==> src/rtl/tagalu_pkg.sv <==
package tagalu_pkg;
    parameter int unsigned DATA_W = 32;
    parameter int unsigned TAG_W  = 2;
    localparam int unsigned MSB   = DATA_W - 1;

    typedef enum logic {
        OP_ADD = 1'b0,
        OP_SUB = 1'b1
    } arith_op_e;

    typedef struct packed {
        logic neg;
        logic zero;
        logic ovf;
        logic carry;
    } cc_t;

    typedef struct packed {
        logic [DATA_W-1:0] value;
        logic              ovf;
        logic              carry;
    } arith_out_t;

    function automatic logic tag_nonzero(input logic [DATA_W-1:0] w);
        return |w[TAG_W-1:0];
    endfunction
endpackage

==> src/rtl/tagalu_tag_check.sv <==
module tagalu_tag_check
    import tagalu_pkg::*;
(
    input  logic [DATA_W-1:0] word_a,
    input  logic [DATA_W-1:0] word_b,
    output logic              tag_bad
);
    always_comb tag_bad = tag_nonzero(word_a) | tag_nonzero(word_b);
endmodule

==> src/rtl/tagalu_arith.sv <==
module tagalu_arith
    import tagalu_pkg::*;
(
    input  arith_op_e         op,
    input  logic [DATA_W-1:0] src_a,
    input  logic [DATA_W-1:0] src_b,
    output arith_out_t        res
);
    logic [DATA_W-1:0] sum_w;
    logic [DATA_W-1:0] dif_w;
    logic [DATA_W-1:0] ovf_vec;

    always_comb begin
        sum_w = src_a + src_b;
        dif_w = src_a - src_b;
        if (op == OP_SUB) begin
            res.value = dif_w;
            ovf_vec   = (src_a ^ src_b) & (src_a ^ dif_w);
            res.carry = src_a < src_b;
        end else begin
            res.value = sum_w;
            ovf_vec   = ~(src_a ^ src_b) & (src_a ^ sum_w);
            res.carry = sum_w < src_a;
        end
        res.ovf = ovf_vec[MSB];
    end
endmodule

==> src/rtl/tagalu_cc_reg.sv <==
module tagalu_cc_reg
    import tagalu_pkg::*;
(
    input  logic clk,
    input  logic rst,
    input  logic commit,
    input  cc_t  cc_next,
    output cc_t  cc_q
);
    always_ff @(posedge clk) begin
        if (rst)         cc_q <= '0;
        else if (commit) cc_q <= cc_next;
    end
endmodule

==> src/rtl/tagged_arith_unit.sv <==
module tagged_arith_unit
    import tagalu_pkg::*;
(
    input  logic              clk,
    input  logic              rst,
    input  logic              in_valid,
    input  logic              op_sub,
    input  logic [DATA_W-1:0] opnd_a,
    input  logic [DATA_W-1:0] opnd_b,
    output logic [DATA_W-1:0] result,
    output logic              trap,
    output logic [3:0]        flags
);
    logic       tag_bad;
    arith_out_t ar;
    arith_op_e  op;
    cc_t        cc_next;
    cc_t        cc_q;
    logic       commit;

    assign op = op_sub ? OP_SUB : OP_ADD;

    tagalu_tag_check u_tag (
        .word_a  (opnd_a),
        .word_b  (opnd_b),
        .tag_bad (tag_bad)
    );

    tagalu_arith u_arith (
        .op    (op),
        .src_a (opnd_a),
        .src_b (opnd_b),
        .res   (ar)
    );

    always_comb begin
        trap          = in_valid & (tag_bad | ar.ovf);
        commit        = in_valid & ~trap;
        cc_next.neg   = ar.value[MSB];
        cc_next.zero  = (ar.value == '0);
        cc_next.ovf   = ar.ovf;
        cc_next.carry = ar.carry;
    end

    tagalu_cc_reg u_cc (
        .clk     (clk),
        .rst     (rst),
        .commit  (commit),
        .cc_next (cc_next),
        .cc_q    (cc_q)
    );

    assign result = ar.value;
    assign flags  = cc_q;
endmodule

==> config.mk <==
export PLATFORM = sky130hd
export DESIGN_NAME = tagged_arith_unit
export DESIGN_NICKNAME = d
export VERILOG_FILES = /design/src/rtl/tagalu_pkg.sv /design/src/rtl/tagalu_tag_check.sv /design/src/rtl/tagalu_arith.sv /design/src/rtl/tagalu_cc_reg.sv /design/src/rtl/tagged_arith_unit.sv
export SDC_FILE = /design/constraint.sdc
export NUM_CORES = 1
export LEC_CHECK = 0
export ABC_AREA = 0
export BUFFER_PORTS_ARGS = -buffer_cell sky130_fd_sc_hd__buf_4
export CAP_MARGIN = 30
export CORE_MARGIN = 8
export CORE_UTILIZATION = 41
export CTS_BUF_LIST = sky130_fd_sc_hd__clkbuf_4 sky130_fd_sc_hd__clkbuf_8 sky130_fd_sc_hd__clkbuf_16
export DETAILED_ROUTE_END_ITERATION = 6
export SLEW_MARGIN = 20
export SYNTH_ARGS = -nofsm -noshare
export SYNTH_HDL_FRONTEND = slang
export SYNTH_SLANG_ARGS = --single-unit
==> constraint.sdc <==
create_clock -name clk -period 11.85 [get_ports clk]
set_input_delay 1.7775 -clock clk [delete_from_list [all_inputs] [get_ports clk]]
set_output_delay 1.7775 -clock clk [all_outputs]
set_load 0.01 [all_outputs]
# Yosys cells after proc, flatten, opt, wreduce, memory -nomap -nowiden
# Index checks and enable logic that the tools add are counted.
totals:
  reg_bits: 4
  word_cells: 26
  in_bits: 68
  out_inout_bits: 37
op_classes:
  n_addsub: 2
  mux: 4
  n_reduce_logical: 3
  n_bitwise: 11
  magnitude_cmp: 2
op_table:
  columns: ["cell", "count"]
  rows:
  - ["$xor A32 B32 Y32", 3]
  - ["$and A32 B32 Y32", 2]
  - ["$lt A32 B32 Y1", 2]
  - ["$mux W32", 2]
  - ["$add A32 B32 Y32", 1]
  - ["$logic_not A32 Y1", 1]
  - ["$not A32 Y32", 1]
  - ["$sub A32 B32 Y32", 1]
  - ["$reduce_or A2 Y1", 2]
  - ["$and A1 B1 Y1", 2]
  - ["$mux W1", 2]
  - ["$or A1 B1 Y1", 2]
  - ["$not A1 Y1", 1]

# Logic depth before layout (Yosys ltp)
# Gate-level depths: netlist (run 1).
depth:
  ltp_word: 8
  mapped_depth: 22
  ltp_nobuf: 21

# Cells and area by module
# Synthesis (run 1) repeated with hierarchy kept, for this count alone.
hier_totals:
  cells_unflattened: 698
  area_unflattened_um2: 4943.5
by_module_without_submodules:
  columns: ["module", "cells_per_inst", "n_inst", "area_per_inst_um2", "seq_area_each_um2"]
  rows:
  - ["tagalu_arith", 671, 1, 4708.3, 0.0]
  - ["tagalu_cc_reg", 13, 1, 140.1, 80.1]
  - ["tagged_arith_unit", 13, 1, 87.6, 0.0]
  - ["tagalu_tag_check", 1, 1, 7.5, 0.0]

# Worst setup path before layout (run 1)
# Ideal clock, no wire load.
synth_path:
  path_kind: "input to output"
  from: "input port opnd_b[16]"
  to: "output port trap"
  slack_ps: 5759
  stages: 12
  arrival_time_ps: 4314
  t_required_ps: 10073
  path_buffers: 0
  path_cell_list: "inv_1 > ha_1 > nor4_4 > o21ai_2 > a311oi_4 > nor4b_4 > a2111oi_2 > nor2_1 > xnor2_1 > ha_1 > nor3_1 > o31a_1"
synth_via:
  elab_chain_cells: 6
  word_cells_on_any_way: 9
  cone_classes: "add/sub: 2; mux: 1; bitwise: 6"
synth_lines:
  columns: ["element", "line_no", "rtl"]
  rows:
  - ["start, declared", "tagged_arith_unit.sv:9", "input logic [DATA_W-1:0] opnd_b,"]
  - ["$add A32 B32 Y32 / $sub A32 B32 Y32 (equally long branches)", "tagalu_arith.sv:14, tagalu_arith.sv:15", null]
  - ["$xor A32 B32 Y32, on equally long branches", "tagalu_arith.sv:22, tagalu_arith.sv:18", null]
  - ["$and A32 B32 Y32, on equally long branches", "tagalu_arith.sv:22, tagalu_arith.sv:18", null]
  - ["$mux W32 (*)", "tagalu_arith.sv:16", "if (op == OP_SUB) begin"]
  - ["$or A1 B1 Y1 (*)", "tagged_arith_unit.sv:37", "trap = in_valid & (tag_bad | ar.ovf);"]
  - ["$and A1 B1 Y1 (*)", "tagged_arith_unit.sv:37", null]
  - ["end, declared", "tagged_arith_unit.sv:11", "output logic trap,"]
# Every way passes the cells marked *; elsewhere a longest branch is shown, timed or not.

# Worst setup path in the final report (run 1)
layout_path:
  from: "input port opnd_a[7]"
  to: "output port trap"
layout_via:
  elab_chain_cells: 6
  word_cells_on_any_way: 9
  cone_classes: "add/sub: 2; mux: 1; bitwise: 6"
layout_lines:
  columns: ["element", "line_no", "rtl"]
  rows:
  - ["start, declared", "tagged_arith_unit.sv:8", "input logic [DATA_W-1:0] opnd_a,"]
  - ["$add A32 B32 Y32 / $sub A32 B32 Y32 (equally long branches)", "tagalu_arith.sv:14, tagalu_arith.sv:15", null]
  - ["$xor A32 B32 Y32, on equally long branches", "tagalu_arith.sv:22, tagalu_arith.sv:18", null]
  - ["$and A32 B32 Y32, on equally long branches", "tagalu_arith.sv:22, tagalu_arith.sv:18", null]
  - ["$mux W32 (*)", "tagalu_arith.sv:16", null]
  - ["$or A1 B1 Y1 (*)", "tagged_arith_unit.sv:37", null]
  - ["$and A1 B1 Y1 (*)", "tagged_arith_unit.sv:37", null]
# Marks and branches as above.

==> results of run 1 <==
==> cells in the final DEF (no fill, tap or decap), types with 6 or more instances in the layout <==
cell	instances
o211ai_1	13
a211oi_1	16
mux2i_1	6
ha_1	93
a21oi_1	75
o31ai_1	9
inv_2	6
nor4_1	9
nand2b_1	10
a21oi_2	7
o31a_1	7
or4_1	6
or3_1	8
nor2b_1	13
nand4_1	17
a31oi_1	10
nor3_1	24
and3_1	7
or2_2	9
a2111oi_0	6
nor2_1	72
inv_1	89
o21ai_0	36
nand3_1	18
o21bai_1	10
buf_4	105
xor2_1	6
xnor2_1	35
nand2_1	60
a21o_1	15
a211o_1	6
o21a_1	9
==> metal layers <==
metal / track usage (%) / wire length, um / vias up
met5: 0 / 0 / -
met4: 4.10 / 329 / 0
met3: 2.33 / 1200 / 19
met2: 31.8 / 8420 / 193
met1: 28.1 / 9320 / 2956
li1: - / - / 3222
==> power by group through the flow <==
stage	sequential [W]	combinational, W	clock (W)
floorplan	0.0000140	0.000316	0
global placement	0.0000139	0.000417	0
detailed placement	0.0000139	0.000417	0
CTS	0.0000137	0.000419	0.0000554
global route	0.0000137	0.000465	0.0000556
finish	0.0000137	0.000421	0.0000542
==> cells by family after synthesis <==
kind of cell	count (synthesis)	share of synthesized area, %
AOI/OAI and AO/OA	278	33.9
and+or+nand+nor	280	24.1
muxes	9	1.55
buffers and inverters	169	13.3
xor gates and xnor gates	41	5.92
DFF	4	1.32
adders and majority gates	95	19.9
==> worst max-delay path, cell delays in order <==
cell	delay [ns]
buf_4	0.12
ha_1	0.46
and2b_4	0.36
nor3_1	0.08
o41ai_4	0.50
o21ai_2	0.16
a2111oi_2	0.42
nor2_1	0.12
xnor2_1	0.14
ha_1	0.30
nor3_1	0.21
o31a_1	0.16
buf_4	0.12
==> Yosys cell counts (8+ instances only) <==
library cell and n:
inv_1 89, or3_1 8, o211ai_1 13, or2_2 9, nand4_1 17, o21a_1 9, nand2b_1 10, ha_1 93
buf_4 35, nor3_1 24, a31oi_1 10, o21ai_0 36, nand2_1 60, nor2b_1 13, buf_2 14, o31ai_1 9
clkbuf_1 15, xnor2_1 35, nand3_1 18, o21bai_1 10, nor2_1 72, a21o_1 15, a211oi_1 16, a21oi_1 75
nor4_1 9
==> path summary, 6_finish.rpt <==
check / from / endpoint / slack [ns] / cells after the start
max: opnd_a[7] / trap / 5.14 / 13
min: u_cc.cc_q[1] / u_cc.cc_q[1] / 0.48 / 1
min reg2reg: u_cc.cc_q[1] / u_cc.cc_q[1] / 0.48 / 1
max reg2reg: u_cc.cc_q[2] / u_cc.cc_q[2] / 11.07 / 2
==> layout make-up <==
type                            instances  area (um2)
Sequential cell                         4        80.1
Clock buffer                            3        75.1
Tap cell                              184         230
Fill cell                            1584        7760
Inverter                               98         368
Timing Repair Buffer                  105         788
Multi-Input combinational cell        703        5170
==> stage by stage <==
step | cells | utilization (%) | instance area, um2 | setup WS, ns | hold slack [ns]
after CTS | 1097 | 46.4 | 6720 | 5.17 | 0.474
after detailed placement | 1094 | 45.9 | 6640 | 5.19 | 0.468
after global routing | 1097 | 46.4 | 6720 | 4.92 | 0.483
after floorplan | 876 | - | 6060 | 5.76 | 0.499
final | 1097 | 46.4 | 6720 | 5.14 | 0.477
after global placement | 1094 | 45.9 | 6640 | 5.21 | 0.461
==> flow_metrics.tcl, run 1 <==
set metrics [dict create \
    outcome "complete, no violations" \
    clock_path_buffers 2 \
    drtAntennaViolNets 0 \
    path_class "in2out" \
    fmax_mhz 149 \
    largest_register_ffs 4 \
    finalCritPeriodShare_pct 56.6 \
    ir_worst_vdd_mv 0.131 \
    die_x_um 138 \
    reg.largest.list "u_cc.cc_q x4" \
    dp_hpwl_um 16100 \
    p_int_w 0.000232 \
    grt_max_degree 55 \
    netlist_instances 876 \
    drv_slew 0 \
    total_power_w 0.000489 \
    ys_seq_area_share_pct 1.32 \
    slew_headroom_pct 47.8 \
    dieArea_um2 18900 \
    fin_skew_ns 0 \
    top_register "u_cc.cc_q" \
    area_delta_synth_final_pct 10.8 \
    start_util_pct 41.9 \
    p_sw_share_pct 52.6 \
    htreeDepth 1 \
    min_period_ns 6.71 \
    p_sw_w 0.000257 \
    track_usage_pct 20.0 \
    cts-resized-gates 0 \
    antenna_found_initial 0 \
    diodes 0 \
    synth.area.top_cells "ha_1, a21oi_1, inv_1, xnor2_1, nor2_1" \
    synth_edf_count 0 \
    grt_overflow 0 \
    maxCapViolations 0 \
    gp_congestion 0.893 \
    synth-async-reset-ratio_pct 0 \
    p_clk_share_pct 11.1 \
    hold_viol 0 \
    combPwrFrac_pct 86.1 \
    crit_required_ns 10.07 \
    syn_area_um2 6060 \
    drtPass1Iterations 5 \
    worst_slew_pin_slew_ns 0.778 \
    ys.flop_type "dfxtp_1" \
    cts_buffers 3 \
    setup_violations 0 \
    drive_above_1_share_pct 18.4 \
    nets 1078 \
    core_area_um2 14500 \
    wl_per_cell_um 17.6 \
    syn_nets 1039 \
    cts_setup_buffers 0 \
    p_seq_share_pct 2.8 \
    synth_warnings 0 \
    insertion_delay_ns 0.23 \
    clk_pin_slew_worst_paths_ns 0.03 \
    synth_top_area_share_pct 19.2 \
    power.density_nw_per_um2 72.8 \
    via_count 6390 \
    wirelength_um 19300 \
    critPathLaunchType "primary input" \
    ys_types 96 \
    endpoint_kind "output port" \
    ctsHoldBuffers 0 \
    rows 44 \
    avgSynthCellArea_um2 6.92 \
    grt_pass1_wl_um 31000 \
    fp.dieH_um 138 \
    viasPerCell 5.82 \
    setup_tns_ns 0 \
    drt-initial-drc-count 501 \
    crit_arrival_ns 4.93 \
    io_buffers 104 \
    cts_root_buf "clkbuf_16" \
    ios 105 \
    cp_max_fo 13 \
    grt_pass1_vias 6073 \
    hold_class "reg2reg" \
    cts_tree "done" \
    yosys.area.top_type "ha_1" \
    drc 0 \
    clock_sinks 4 \
    p_leak_nw 3.08 \
    rsz0062_at_grt "no" \
    ys_ff_latch 4 \
]
Note: power is estimated with default switching activity, not from simulation.
==> run 2: changes to the inputs <==
Clock period 11.85 ns to 6.54 ns, I/O delays scaled along.
==> run 2 against run 1 <==
  * Power is 84% higher
  * Register-to-register slack got worse by 5.3 ns
  * Critical path depth did not move
  * Critical path type unchanged
  * Clock skew stayed put
  * First-iteration DRC count grew 21%
  * Sequential power increased by 82%
  * Design area is 0.41% higher
  * Die area unchanged
  * Cell count increased by 0.27%
  * Via count is 0.78% higher
==> flow_metrics.tcl, run 2 (same netlist as run 1, synthesis figures left out) <==
set metrics [dict create \
    diodes 0 \
    clock_sinks 4 \
    insertion_delay_ns 0.23 \
    hold_path_end "u_cc.cc_q[1]" \
    largest_register_ffs 4 \
    rsz0062_at_grt "no" \
    endpoint_kind "output port" \
    r2r_cells 2 \
    dp_hpwl_um 16500 \
    reg2reg_from "u_cc.cc_q[2]" \
    drive_above_1_share_pct 18.7 \
    layout_commonest_cell "buf_4" \
    ios 105 \
    crit_required_ns 5.56 \
    slew_headroom_pct 51.9 \
    io_buffers 104 \
    cts_buffers 3 \
    wirelength_um 19900 \
    drtAntennaViolNets 0 \
    nFillCells 1550 \
    p_leak_nw 3.09 \
    min_from "u_cc.cc_q[1]" \
    rows 44 \
    grt_overflow 0 \
    p_sw_w 0.000477 \
    top_register "u_cc.cc_q" \
    core_area_um2 14500 \
    cts_tree "done" \
    worst_slew_pin_slew_ns 0.703 \
    cp_max_fo 19 \
    hold_viol 0 \
    area_delta_synth_final_pct 11.2 \
    antenna_found_initial 0 \
    clk_pin_slew_worst_paths_ns 0.03 \
    drtPass1Iterations 5 \
    dp_slack_ns 1.39 \
    clock_path_buffers 2 \
    min_path_cells 1 \
    maxCapViolations 0 \
    path_class "in2out" \
    regArea_um2 80.1 \
    layout_common_cells "buf_4, ha_1, inv_1" \
    reg.largest.list "u_cc.cc_q x4" \
    start_util_pct 41.9 \
    combPwrFrac_pct 86.3 \
    drt-initial-drc-count 607 \
    reg2reg_to "u_cc.cc_q[2]" \
    track_usage_pct 20.3 \
    gp_congestion 0.940 \
    setup_tns_ns 0 \
    p_sw_share_pct 53.0 \
    fp.dieH_um 138 \
    ctsHoldBuffers 0 \
    outcome "complete, no violations" \
    via_count 6440 \
    p_seq_share_pct 2.8 \
    fin_skew_ns 0 \
    htreeDepth 1 \
    die_x_um 138 \
    wl_per_cell_um 18.1 \
    drc 0 \
    ff2ff_setup_slack_ns 5.75 \
    nets 1081 \
    finalCritPeriodShare_pct 78.7 \
    p_int_w 0.000423 \
    grt_pass1_wl_um 31600 \
    ir_worst_vdd_mv 0.152 \
    grt_max_degree 55 \
    critPathLaunchType "primary input" \
    p_clk_share_pct 10.9 \
    viasPerCell 5.85 \
    cts-resized-gates 0 \
    setup_violations 0 \
    power.density_nw_per_um2 133 \
    cts_setup_buffers 0 \
    fmax_mhz 194 \
    cts_root_buf "clkbuf_16" \
    min_period_ns 5.14 \
    crit_arrival_ns 4.16 \
    hold_class "reg2reg" \
    grt_pass1_vias 6028 \
    dieArea_um2 18900 \
    fin_hold_ws_ns 0.477 \
    layout_setup_ws_ns 1.40 \
    drv_slew 0 \
    multi_input_area_um2 5180 \
]
run 2: area by class of cell:
class	instances	share of cell area [%]
inverter	98	5.45
clock buffer	3	1.11
sequential	4	1.19
tap	184	3.41
multi-input combinational	703	76.8
timing repair buffer	108	12.1
run 2: worst max path at each step:
| stage | start | to | slack (ns) | cells after the start |
|---|---|---|---|---|
| 2_1_floorplan | opnd_b[16] | trap | 2.04 | 12 |
| 3_3_place_gp | opnd_a[7] | u_cc.cc_q[0] | 1.26 | 14 |
| 3_5_place_dp | opnd_a[7] | u_cc.cc_q[0] | 1.39 | 21 |
| 4_1_cts | opnd_a[14] | trap | 1.40 | 13 |
| 5_1_grt | opnd_a[6] | trap | 1.12 | 13 |
| 6_report | opnd_a[14] | trap | 1.40 | 13 |
run 2: power groups by stage:
stage	Combinational [W]	Clock [W]	Sequential [W]
2_1_floorplan	0.000572	0	0.0000253
3_3_place_gp	0.000766	0	0.0000252
3_5_place_dp	0.000764	0	0.0000252
4_1_cts	0.000769	0.0000993	0.0000249
5_1_grt	0.000847	0.000102	0.0000249
6_report	0.000777	0.0000981	0.0000249
run 2: layer usage:
layer / global-route usage, % / part of all wire, %
met3: 2.15 / 7.0
met5: 0 / 0
met1: 29.3 / 48
met4: 2.96 / 1.0
met2: 32.2 / 44
run 2: worst max-delay path, stage by stage:
cell	delay (ns)
buf_4	0.12
ha_1	0.56
nor4_4	0.40
o21ai_2	0.13
a311oi_4	0.31
nor4b_4	0.11
a2111oi_2	0.46
nor2_1	0.11
xnor2_1	0.14
ha_1	0.32
nor3_1	0.22
o31a_1	0.17
buf_4	0.12
run 2: metrics by stage:
step / power, W / cell area, um2 / instances / util [%]
2_1_floorplan: 0.000598 / 6060 / 876 / -
3_3_place_gp: 0.000792 / 6660 / 1096 / 46.0
3_5_place_dp: 0.000789 / 6670 / 1097 / 46.1
4_1_cts: 0.000894 / 6740 / 1100 / 46.6
5_1_grt: 0.000974 / 6740 / 1100 / 46.6
6_report: 0.000899 / 6740 / 1100 / 46.6
==> run 3: changes to the inputs <==
Clock period 6.54 ns to 5.1 ns, I/O delays scaled along.
==> run 3 against run 2 <==
  * Die area unchanged
  * Clock-buffer cell count is the same
  * Worst setup slack worse by 0.99 ns
==> flow_metrics.tcl, run 3 (same netlist as run 1, synthesis figures left out) <==
set metrics [dict create \
    power.density_nw_per_um2 169 \
    cp_cell_sequence "buf_4 -> ha_1 -> buf_4 -> nor3_1 -> nand2_1 -> a21oi_2 -> o21ai_2 -> a2111oi_2 -> nor2_1 -> xnor2_1 -> ha_1 -> nor3_1 -> o31a_1 -> buf_4" \
    ir_worst_vdd_mv 0.195 \
    largest_register_ffs 4 \
    drv_slew 0 \
    layout_common_cells "buf_4, ha_1, inv_1" \
    regArea_um2 80.1 \
    cts_root_buf "clkbuf_16" \
    clock_path_buffers 2 \
    clock_sinks 4 \
    top_register "u_cc.cc_q" \
    grt_max_degree 55 \
    reg.largest.list "u_cc.cc_q x4" \
    ctsHoldBuffers 0 \
    max_stage_delay_ns 0.40 \
    fp.dieH_um 138 \
    gp_congestion 0.927 \
    cp_slowest_cell "a2111oi_2" \
    hold_viol 0 \
    grt_overflow 0 \
    viasPerCell 5.78 \
    setup_violations 0 \
    rsz0062_at_grt "no" \
    path_class "in2out" \
    wl_per_cell_um 17.7 \
    crit_arrival_ns 3.93 \
    drive_above_1_share_pct 20.1 \
    r2r_cells 2 \
    wirelength_um 19700 \
    start_util_pct 41.9 \
    worst_slew_pin_slew_ns 0.705 \
    endpoint_kind "output port" \
    clk_pin_slew_worst_paths_ns 0.03 \
    die_x_um 138 \
    cts_buffers 3 \
    layout_setup_ws_ns 0.410 \
    dieArea_um2 18900 \
    drtPass1Iterations 5 \
    crit_top_cell "buf_4" \
    cp_top_family "compound AO/OA/AOI/OAI gates" \
    insertion_delay_ns 0.23 \
    min_path_cells 1 \
    core_area_um2 14500 \
    dp_hpwl_um 16600 \
    drtAntennaViolNets 0 \
    layout_commonest_cell "buf_4" \
    io_buffers 104 \
    slew_headroom_pct 51.8 \
    dp_slack_ns 0.351 \
    diodes 0 \
    drc 0 \
    fin_skew_ns 0 \
    hold_class "reg2reg" \
    crit_required_ns 4.34 \
    multi_input_area_um2 5170 \
    grt_pass1_vias 5946 \
    finalCritPeriodShare_pct 92.0 \
    drt-initial-drc-count 487 \
    outcome "complete, no violations" \
    min_period_ns 4.69 \
    cp.depth 14 \
    area_delta_synth_final_pct 13.1 \
    track_usage_pct 20.3 \
    fmax_mhz 213 \
    cts_tree "done" \
    setup_tns_ns 0 \
    nets 1097 \
    antenna_found_initial 0 \
    rows 44 \
    cp_max_fo 9 \
    cts_setup_buffers 0 \
    grt_pass1_wl_um 31500 \
    nFillCells 1502 \
    maxCapViolations 0 \
    critPathLaunchType "primary input" \
    dpl.cell_count 1113 \
    via_count 6453 \
    cp_num_buf_inv 3 \
    p_leak_nw 3.17 \
    ios 105 \
    cts-resized-gates 0 \
    htreeDepth 1 \
    stdcell_count 1116 \
]
run 3: cell types whose count changed in the layout (fill, tap and decap cells not counted), sizes merged:
cell | before | now
clkdlybuf4s15 | 1 | 0
buf | 107 | 124
run 3: path summary, 6_finish.rpt:
check	startpoint	end	slack [ns]
worst max register to register	u_cc.cc_q[2]	u_cc.cc_q[2]	4.32
worst min register to register	u_cc.cc_q[1]	u_cc.cc_q[1]	0.48
worst min-delay path	u_cc.cc_q[1]	u_cc.cc_q[1]	0.48
worst max-delay path	opnd_a[7]	trap	0.41
run 3: worst reg2reg max path, cell delays in order, from the launching register on:
cell     delay [ns]
dfxtp_1        0.33
or3b_1         0.34
nand2_1        0.06
run 3: final cells by class:
type | count | share of cell area [%]
flip-flops and latches | 4 | 1.17
clock buffers | 3 | 1.09
well taps | 184 | 3.36
inverters | 98 | 5.36
multi-input cells | 703 | 75.4
repair buffers | 124 | 13.6
run 3: power breakdown:
group | switching, W | internal (W)
registers | 0.000000132 | 0.0000318
logic | 0.000578 | 0.000422
clock network | 0.0000256 | 0.000101
run 3: per-layer routing:
layer | up-vias | wire length (um) | track usage (%)
met5 | - | 0 | 0
met4 | 0 | 180 | 2.41
met3 | 14 | 1200 | 2.08
met2 | 230 | 8860 | 32.7
met1 | 2942 | 9490 | 29.1
li1 | 3267 | - | -
run 3: metrics by stage:
step	instance area [um2]	util, %	hold WS (ns)	power [W]
after floorplan	6060	-	0.499	0.000766
after global placement	6780	46.9	0.464	0.00102
after detailed placement	6780	46.9	0.470	0.00102
after CTS	6860	47.4	0.475	0.00115
after global routing	6860	47.4	0.496	0.00126
final	6860	47.4	0.477	0.00116
